## src/rtl/rf_lvt_pkg.sv

```systemverilog
package rf_lvt_pkg;

  // Read ports offered by one storage bank.
  localparam int unsigned BANK_RD = 3;

  // Identity of the write port that last wrote an address.
  typedef enum logic {
    SRC_A = 1'b0,
    SRC_B = 1'b1
  } wsrc_e;

  // Number of bank copies per write port needed for n read ports.
  function automatic int unsigned copies_for(input int unsigned n);
    return (n + BANK_RD - 1) / BANK_RD;
  endfunction

endpackage

```

## src/rtl/rf_bank3r1w.sv

```systemverilog
module rf_bank3r1w
  import rf_lvt_pkg::*;
#(
  parameter int unsigned NUM_REGS = 32,
  parameter int unsigned DATA_W   = 32,
  parameter int unsigned ADDR_W   = $clog2(NUM_REGS)
) (
  input  logic                        clk,
  input  logic                        we,
  input  logic [ADDR_W-1:0]           waddr,
  input  logic [DATA_W-1:0]           wdata,
  input  logic [BANK_RD*ADDR_W-1:0]   raddr,
  output logic [BANK_RD*DATA_W-1:0]   rdata
);

  logic [DATA_W-1:0] mem_q [NUM_REGS];

  // Clocked write, enable written out; contents are not reset.
  always_ff @(posedge clk) begin
    if (we) begin
      mem_q[waddr] <= wdata;
    end
  end

  // Combinational reads, one per bank slot.
  for (genvar s = 0; s < BANK_RD; s++) begin : g_rd
    assign rdata[s*DATA_W +: DATA_W] = mem_q[raddr[s*ADDR_W +: ADDR_W]];
  end

endmodule

```

## src/rtl/rf_lvt_tags.sv

```systemverilog
module rf_lvt_tags
  import rf_lvt_pkg::*;
#(
  parameter int unsigned NUM_REGS = 32,
  parameter int unsigned ADDR_W   = $clog2(NUM_REGS)
) (
  input  logic                clk,
  input  logic                rst_n,
  input  logic                wa_en,
  input  logic [ADDR_W-1:0]   wa_addr,
  input  logic                wb_en,
  input  logic [ADDR_W-1:0]   wb_addr,
  output logic                a_we,
  output logic                b_we,
  output logic [NUM_REGS-1:0] tag_q
);

  logic [NUM_REGS-1:0] tag_d;
  logic                tag_en;
  logic                collide;

  // Next-state: arbitration and the tag update.
  always_comb begin
    collide = wa_en && wb_en && (wa_addr == wb_addr);
    a_we    = wa_en && !collide;
    b_we    = wb_en;
    tag_d   = tag_q;
    if (a_we) begin
      tag_d[wa_addr] = SRC_A;
    end
    if (b_we) begin
      tag_d[wb_addr] = SRC_B;
    end
    tag_en  = a_we || b_we;
  end

  // State register.
  always_ff @(posedge clk or negedge rst_n) begin
    if (!rst_n) begin
      tag_q <= '0;
    end else if (tag_en) begin
      tag_q <= tag_d;
    end
  end

endmodule

```

## src/rtl/rf_lvt_rdport.sv

```systemverilog
module rf_lvt_rdport
  import rf_lvt_pkg::*;
#(
  parameter int unsigned NUM_REGS = 32,
  parameter int unsigned DATA_W   = 32,
  parameter int unsigned ADDR_W   = $clog2(NUM_REGS),
  parameter bit          REG_OUT  = 1'b0
) (
  input  logic                clk,
  input  logic                rst_n,
  input  logic [ADDR_W-1:0]   addr,
  input  logic [NUM_REGS-1:0] tag_q,
  input  logic [DATA_W-1:0]   data_a,
  input  logic [DATA_W-1:0]   data_b,
  output logic [DATA_W-1:0]   sel_data,
  output logic [DATA_W-1:0]   out_data
);

  always_comb begin
    sel_data = (tag_q[addr] == SRC_B) ? data_b : data_a;
  end

  if (REG_OUT) begin : g_reg
    logic [DATA_W-1:0] out_q;
    always_ff @(posedge clk or negedge rst_n) begin
      if (!rst_n) begin
        out_q <= '0;
      end else begin
        out_q <= sel_data;
      end
    end
    assign out_data = out_q;
  end else begin : g_comb
    assign out_data = sel_data;
  end

endmodule

```

## src/rtl/rf_lvt_top.sv

```systemverilog
module rf_lvt_top
  import rf_lvt_pkg::*;
#(
  parameter int unsigned NUM_REGS = 32,
  parameter int unsigned DATA_W   = 32,
  parameter int unsigned NUM_RD   = 6,
  parameter bit          REG_OUT  = 1'b0,
  localparam int unsigned ADDR_W  = $clog2(NUM_REGS)
) (
  input  logic                       clk,
  input  logic                       rst_n,
  input  logic                       wa_en,
  input  logic [ADDR_W-1:0]          wa_addr,
  input  logic [DATA_W-1:0]          wa_data,
  input  logic                       wb_en,
  input  logic [ADDR_W-1:0]          wb_addr,
  input  logic [DATA_W-1:0]          wb_data,
  input  logic [NUM_RD*ADDR_W-1:0]   rd_addr,
  output logic [NUM_RD*DATA_W-1:0]   rd_data
);

  localparam int unsigned NCOPY = copies_for(NUM_RD);
  localparam int unsigned NSLOT = NCOPY * BANK_RD;

  logic                       a_we;
  logic                       b_we;
  logic [NUM_REGS-1:0]        tag_q;
  logic [NSLOT*ADDR_W-1:0]    raddr_pad;
  logic [NSLOT*DATA_W-1:0]    rdat_a;
  logic [NSLOT*DATA_W-1:0]    rdat_b;
  logic [NUM_RD*DATA_W-1:0]   rd_sel_all;

  // Read addresses padded to a whole number of bank slots.
  assign raddr_pad[NUM_RD*ADDR_W-1:0] = rd_addr;
  if (NSLOT > NUM_RD) begin : g_pad
    assign raddr_pad[NSLOT*ADDR_W-1:NUM_RD*ADDR_W] = '0;
  end

  rf_lvt_tags #(
    .NUM_REGS (NUM_REGS),
    .ADDR_W   (ADDR_W)
  ) u_tags (
    .clk     (clk),
    .rst_n   (rst_n),
    .wa_en   (wa_en),
    .wa_addr (wa_addr),
    .wb_en   (wb_en),
    .wb_addr (wb_addr),
    .a_we    (a_we),
    .b_we    (b_we),
    .tag_q   (tag_q)
  );

  // One bank group per write port, NCOPY copies each.
  for (genvar c = 0; c < NCOPY; c++) begin : g_copy
    rf_bank3r1w #(
      .NUM_REGS (NUM_REGS),
      .DATA_W   (DATA_W),
      .ADDR_W   (ADDR_W)
    ) u_bank_a (
      .clk   (clk),
      .we    (a_we),
      .waddr (wa_addr),
      .wdata (wa_data),
      .raddr (raddr_pad[c*BANK_RD*ADDR_W +: BANK_RD*ADDR_W]),
      .rdata (rdat_a[c*BANK_RD*DATA_W +: BANK_RD*DATA_W])
    );
    rf_bank3r1w #(
      .NUM_REGS (NUM_REGS),
      .DATA_W   (DATA_W),
      .ADDR_W   (ADDR_W)
    ) u_bank_b (
      .clk   (clk),
      .we    (b_we),
      .waddr (wb_addr),
      .wdata (wb_data),
      .raddr (raddr_pad[c*BANK_RD*ADDR_W +: BANK_RD*ADDR_W]),
      .rdata (rdat_b[c*BANK_RD*DATA_W +: BANK_RD*DATA_W])
    );
  end

  // Read port r sits in copy r/BANK_RD, slot r%BANK_RD: flat slot r.
  for (genvar r = 0; r < NUM_RD; r++) begin : g_rp
    rf_lvt_rdport #(
      .NUM_REGS (NUM_REGS),
      .DATA_W   (DATA_W),
      .ADDR_W   (ADDR_W),
      .REG_OUT  (REG_OUT)
    ) u_rp (
      .clk      (clk),
      .rst_n    (rst_n),
      .addr     (rd_addr[r*ADDR_W +: ADDR_W]),
      .tag_q    (tag_q),
      .data_a   (rdat_a[r*DATA_W +: DATA_W]),
      .data_b   (rdat_b[r*DATA_W +: DATA_W]),
      .sel_data (rd_sel_all[r*DATA_W +: DATA_W]),
      .out_data (rd_data[r*DATA_W +: DATA_W])
    );
  end

endmodule

```

## config.mk

```make
export PLATFORM = sky130hd
export DESIGN_NAME = rf_lvt_top
export DESIGN_NICKNAME = d
export VERILOG_FILES = /design/src/rtl/rf_lvt_pkg.sv /design/src/rtl/rf_bank3r1w.sv /design/src/rtl/rf_lvt_tags.sv /design/src/rtl/rf_lvt_rdport.sv /design/src/rtl/rf_lvt_top.sv
export SDC_FILE = /design/constraint.sdc
export NUM_CORES = 2
export LEC_CHECK = 0
export ABC_CLOCK_PERIOD_IN_PS = 3900
export BUFFER_PORTS_ARGS = -buffer_cell sky130_fd_sc_hd__clkbuf_2
export CAP_MARGIN = 20
export CORE_UTILIZATION = 50
export DETAILED_ROUTE_END_ITERATION = 8
export PLACE_DENSITY = 0.63
export SYNTH_ARGS = -nofsm -noshare
export SYNTH_HDL_FRONTEND = slang
export SYNTH_SLANG_ARGS = --single-unit
```

## constraint.sdc

```tcl
create_clock -name clk -period 3.9 [get_ports clk]
set_clock_uncertainty 0.1 [all_clocks]
set_input_delay 0.585 -clock clk [delete_from_list [all_inputs] [get_ports clk]]
set_output_delay 0.585 -clock clk [all_outputs]
set_load 0.02 [all_outputs]
```

* Word level (Yosys, flattened, before mapping) *
Memory sizes are Yosys's and may differ from the RTL's.
Index checks and enable logic that the tools add are counted.

operators by class
  reductions and logical operators = 7
  order comparisons = 10
  equal/unequal tests = 1
  multiplexer cells = 28
  bitwise gates (word level) = 3

operator list
  kind                  count
  $mux W32              8
  $lt A5 B6 Y1 const B  8
  $and A32 B32 Y32      1
  $not A32 Y32          1
  $or A32 B32 Y32       1
  $bmux W1 S5           6
  $mux W1               12
  $demux W1 S5          2
  $ge A5 B1 Y1 const B  2
  $eq A5 B5 Y1          1
  $logic_and A1 B1 Y1   5
  $logic_not A1 Y1      1
  $logic_or A1 B1 Y1    1

word-level totals
  RAM bits = 4096
  memories = 4
  input port bits = 108
  output and inout bits = 192
  register bits after elaboration = 32
  logic and storage cells = 54

memories
  name                      depth  width  read ports  clocked after Yosys merged registers in  wr ports  RTL line           RTL
  g_copy[0].u_bank_a.mem_q  32     32     3           0                                        1         rf_bank3r1w.sv:16  logic [DATA_W-1:0] mem_q [NUM_REGS];
  g_copy[0].u_bank_b.mem_q  32     32     3           0                                        1         rf_bank3r1w.sv:16
  g_copy[1].u_bank_a.mem_q  32     32     3           0                                        1         rf_bank3r1w.sv:16
  g_copy[1].u_bank_b.mem_q  32     32     3           0                                        1         rf_bank3r1w.sv:16

* Longest topological paths before layout *
  word-level depth = 9
  mapped depth = 10
  mapped depth without buffers = 5

* Modules after synthesis *
A second synthesis with hierarchy kept.

second synthesis, totals
  cell total of the unflattened synthesis = 18963
  area, all modules = 238914.1 µm²

modules (own cells, without submodules)
  module         cells an instance  seq. area each (µm²)  times used  area an instance (µm²)
  rf_bank3r1w    4544               30749.5               4           57677.8
  rf_lvt_rdport  108                0.0                   6           1101.1
  rf_lvt_tags    139                800.8                 1           1596.5

* Worst setup path after synthesis *
OpenSTA, ideal clock, no wires.

  kind = input -> output
  start = in rd_addr[0]
  end = out rd_data[10]
  path buffers = 3
  slack = 337 ps
  cell stages on the path = 7
  data arrival time = 2878 ps
  data required time = 3215 ps
  cell sequence = buf_2 -> buf_2 -> mux4_2 -> mux4_2 -> mux2i_4 -> buf_6 -> mux2i_1

between the ends
  word-level cells in the longest chain between the ends = 3
  elaborated cells between the ends (all ways) = 5
  those cells by class = mux: 3; memory: 2

ends and longest elaborated chain
  element                        RTL line             RTL
  start, declared                rf_lvt_top.sv:18     input logic [NUM_RD*ADDR_W-1:0] rd_addr,
  $bmux W1 S5                    rf_lvt_rdport.sv:20  sel_data = (tag_q[addr] == SRC_B) ? data_b : data_a;
  $mux W1 (not written as such)  rf_lvt_rdport.sv:20
  $mux W32 (*)                   rf_lvt_rdport.sv:20
  end, declared                  rf_lvt_top.sv:19     output logic [NUM_RD*DATA_W-1:0] rd_data

Mark *: on every way between the ends. The rest lies on a longest branch, timed or not. The select of a mux whose other input is x is not followed.

* Final worst setup path *
  start = reg u_tags.tag_q[15]
  end = out rd_data[42]

between the ends
  word-level cells in the longest chain between the ends = 3

ends and longest elaborated chain
  element                        RTL line             RTL
  start, declared                rf_lvt_tags.sv:15    output logic [NUM_REGS-1:0] tag_q
  start signal, assigned         rf_lvt_tags.sv:42    tag_q <= tag_d;
  $bmux W1 S5                    rf_lvt_rdport.sv:20
  $mux W1 (not written as such)  rf_lvt_rdport.sv:20
  $mux W32                       rf_lvt_rdport.sv:20

Every way passes these cells. The select of a mux whose other input is x is not followed.

==> metrics.md <==
| Metric | Value |
|---|---|
| Failing checks | design-rule violations, negative setup slack |
| Count of cell instances traversed by the critical path | 7 |
| Most used DFF post-synth | edfxtp_1 |
| Total GRT Usage | 47.0% |
| Worst r2r dst | u_tags.tag_q[30]$_DFFE_PN0P_ |
| GR Overflow Total | 0 |
| Die width | 570 µm |
| Pre-CTS setup slack | -0.563 ns |
| Most common cell after layout, fill and taps aside | mux4_2 |
| Initial antenna violation count | 54 |
| Metal-1 WL | 239000 µm |
| Slowest stage cell, crit path | mux4_2 |
| Crit path DAT | 3.82 ns |
| Clk_lat worst skew | 0.97 ns |
| Mean Syn Cell Area | 17.6 µm² |
| Sw Share | 31.2% |
| First DRT Iteration DRCs | 21700 |
| Fin crit share | 116% |
| First-pass GRT wire length | 1040000 µm |
| DR WL met2 | 321000 µm |
| Routed WL | 762000 µm |
| Post-detail-place hpwl | 478000 µm |
| Residual DRC | 3 |
| Syn Inst Count | 9146 |
| Slowest Stage Delay on Critical Path | 0.50 ns |
| Reg clk slew, reported paths | 0.06 ns |
| Placed inst area | 178000 µm² |
| Final setup margin | -0.608 ns |
| Die area | 325000 µm² |
| Slew Limit Fails | 0 |
| Largest net degree at the start of global routing | 114 |
| Commonest cells after routing, fill and taps aside | mux4_2, edfxtp_1, buf_4 |
| Sequential fraction of the synthesis area | 38.6% |
| Number of global-route vias before repair | 122104 |
| Crit path buffers/inverters | 3 |
| Seq cells post-synth | 2080 |
| Fmax | 222 MHz |
| Top Layer Used | met5 |
| I/O pin cnt | 300 |
| Post-DR vias/cell | 8.65 |
| CTS Buf Count | 243 |
| RSZ-0062 raised after global routing | yes |
| Status | finished with violations |
| Synthesized Nets | 9254 |
| Reg2reg start | u_tags.tag_q[30]$_DFFE_PN0P_ |
| Share of layout cells above drive strength 1 | 55.6% |
| Final instance area | 193000 µm² |
| Final Setup Violations | 192 |
| Crit path required time | 3.21 ns |
| Worst Tran Pin Value | 1.36 ns |
| P_int | 49.3 mW |
| Combinational share of power | 30.1% |
| CP top delay family | multiplexers |
| Peak VDD IR | 0.531 mV |
| Fin nets | 10000 |
| Die Ht | 570 µm |
| Syn Std Cell Area | 161000 µm² |
| Drt pass-1 iters | 9 |
| Power Density | 371 nW/µm² |
| Met3 WL | 124000 µm |
| Flop pwr share | 35.5% |
| CTS Root Cell | clkbuf_16 |
| Clock network fraction of design power | 34.4% |
| Max-Cap Viols | 0 |
| Crit-path cells | mux4_2 -> mux4_2 -> mux2i_4 -> buf_12 -> buf_12 -> mux2i_4 -> clkbuf_8 |
| CP startpoint | u_tags.tag_q[15]$_DFFE_PN0P_ |
| Slew headroom | 9.04% |
| CP endpoint kind | output pin |
| Switching pwr | 22.4 mW |
| Area delta synth->final | 20.0% |
| Placer Congestion | 1.00 |
| Leakage | 63.1 nW |
| Asr flop ratio synth | 1.54% |
| H-tree Lvls | 4 |
| Max Buffers Root-to-Sink | 4 |
| CORE AREA | 321000 µm² |
| Via count | 124920 |
| YS warnings | 0 |
| CP Max Fanout | 7 |
| CTS Sinks | 2080 |
| Post-DRT Antenna Nets | 0 |
| Cell variety after synth | 41 |
| Worst r2r path cells | 3 |
| CTS tree | yes |
| I/O Buffers | 299 |
| FF-to-FF setup slack | 2.77 ns |
| WS Path Type | reg2out |
| Rows | 208 |
| Final Hold Fails | 0 |
| HP Class | in2reg |
| CP Launch Type | register |
| Crit path capture | rd_data[42] |
| DR WL/cell | 52.7 µm |
| Starting Density | 50.2% |
| EDFF count, synth | 2048 |
| Minimum clock period | 4.51 ns |
==> stage by stage <==
stage / TNS [ns] / util (%) / hold slack (ns) / power (mW) / std cells
finish: -73.04 / 60.3 / 0.0673 / 71.7 / 14438
detailed placement: -17.39 / 55.6 / 0.526 / 42.8 / 13835
floorplan: 0 / - / 0.189 / 34.9 / 9146
global route: -72.28 / 60.3 / 0.104 / 72.5 / 14422
CTS: -72.33 / 59.9 / 0.0494 / 70.1 / 14382
global placement: -18.54 / 55.6 / 0.522 / 42.7 / 13833
==> area by class of cell <==
class / count / area [µm²]
Clock inverter: 168 / 1950
Antenna cell: 36 / 90.1
Timing Repair Buffer: 1629 / 20000
Clock buffer: 282 / 6350
Sequential cell: 2080 / 62300
Multi-Input combinational cell: 5933 / 97300
Tap cell: 4305 / 5390
Fill cell: 23041 / 127000
Inverter: 5 / 18.8
==> layer usage <==
| layer | up-vias | global-route usage (%) |
|---|---|---|
| li1 | 43737 | - |
| met1 | 64613 | 58.0 |
| met2 | 13541 | 64.7 |
| met3 | 3011 | 19.1 |
| met4 | 18 | 38.9 |
| met5 | - | 0.0446 |
==> cell families after synthesis <==
logic type,Yosys count,share of synthesized area [%]
AO/OA/AOI/OAI,1373,6.12
XOR/XNOR,4,0.0217
flip-flops,2080,38.6
AND/OR/NAND/NOR,412,1.15
multiplexers,4144,51.0
buffers and inverters,1133,3.04
==> synthesized netlist by cell type (32+ instances only) <==
library cell | count | area [µm²]
mux4_2 | 3257 | 73400
edfxtp_1 | 2048 | 61500
mux2i_1 | 880 | 8810
clkbuf_1 | 623 | 2340
a22oi_1 | 570 | 4280
buf_2 | 381 | 1910
a21oi_1 | 264 | 1320
nand2_1 | 166 | 623
nand3_1 | 103 | 515
a2bb2oi_1 | 101 | 885
a221oi_1 | 91 | 797
o21ai_0 | 91 | 455
buf_1 | 89 | 334
nor2_1 | 73 | 274
a32o_1 | 65 | 651
o211ai_1 | 64 | 480
dfrtp_1 | 32 | 801
nand4_1 | 32 | 200
o22a_1 | 32 | 280
==> registers in the layout (all words and copies together) (netlist names) <==
signal,flops
g_copy.u_bank_a.mem_q,1024
g_copy.u_bank_b.mem_q,1024
u_tags.tag_q,32
==> worst register-to-register path, delay by kind of cell, from the launching register on <==
kind | cells | cell delay [ns]
flip-flops | 1 | 0.46
buffers and inverters | 2 | 0.27
AO/OA/AOI/OAI | 1 | 0.19
==> power groups by stage <==
stage	Sequential, mW	Combinational, mW	Clock, mW
floorplan	25.7	9.23	0
global placement	25.9	16.8	0
global route	25.5	21.6	25.4
finish	25.5	21.6	24.7
detailed placement	25.9	16.9	0
CTS	25.4	20.0	24.6
==> timing repair <==
| action | in CTS | in global routing |
|---|---|---|
| buffers inserted | 94 | 44 |
| cloned | 13 | 1 |
| endpoints found under the setup margin | 192 | 192 |
| pin swaps | 35 | 39 |
| gates resized for setup | 847 | 353 |
| hold endpoints to repair | 32 | 0 |
| hold buffers | 1 | 0 |
==> worst min-delay path by stage <==
stage | endpoint | slack (ns) | start | cells past startpoint
floorplan | u_tags.tag_q[0]$_DFFE_PN0P_ | 0.19 | rst_n | 0
global placement | u_tags.tag_q[21]$_DFFE_PN0P_ | 0.52 | u_tags.tag_q[21]$_DFFE_PN0P_ | 1
detailed placement | u_tags.tag_q[20]$_DFFE_PN0P_ | 0.53 | u_tags.tag_q[20]$_DFFE_PN0P_ | 1
CTS | u_tags.tag_q[30]$_DFFE_PN0P_ | 0.05 | wa_en | 4
global route | u_tags.tag_q[25]$_DFFE_PN0P_ | 0.10 | wa_en | 4
finish | u_tags.tag_q[30]$_DFFE_PN0P_ | 0.07 | wa_en | 4
(Power assumes the default switching activity.)
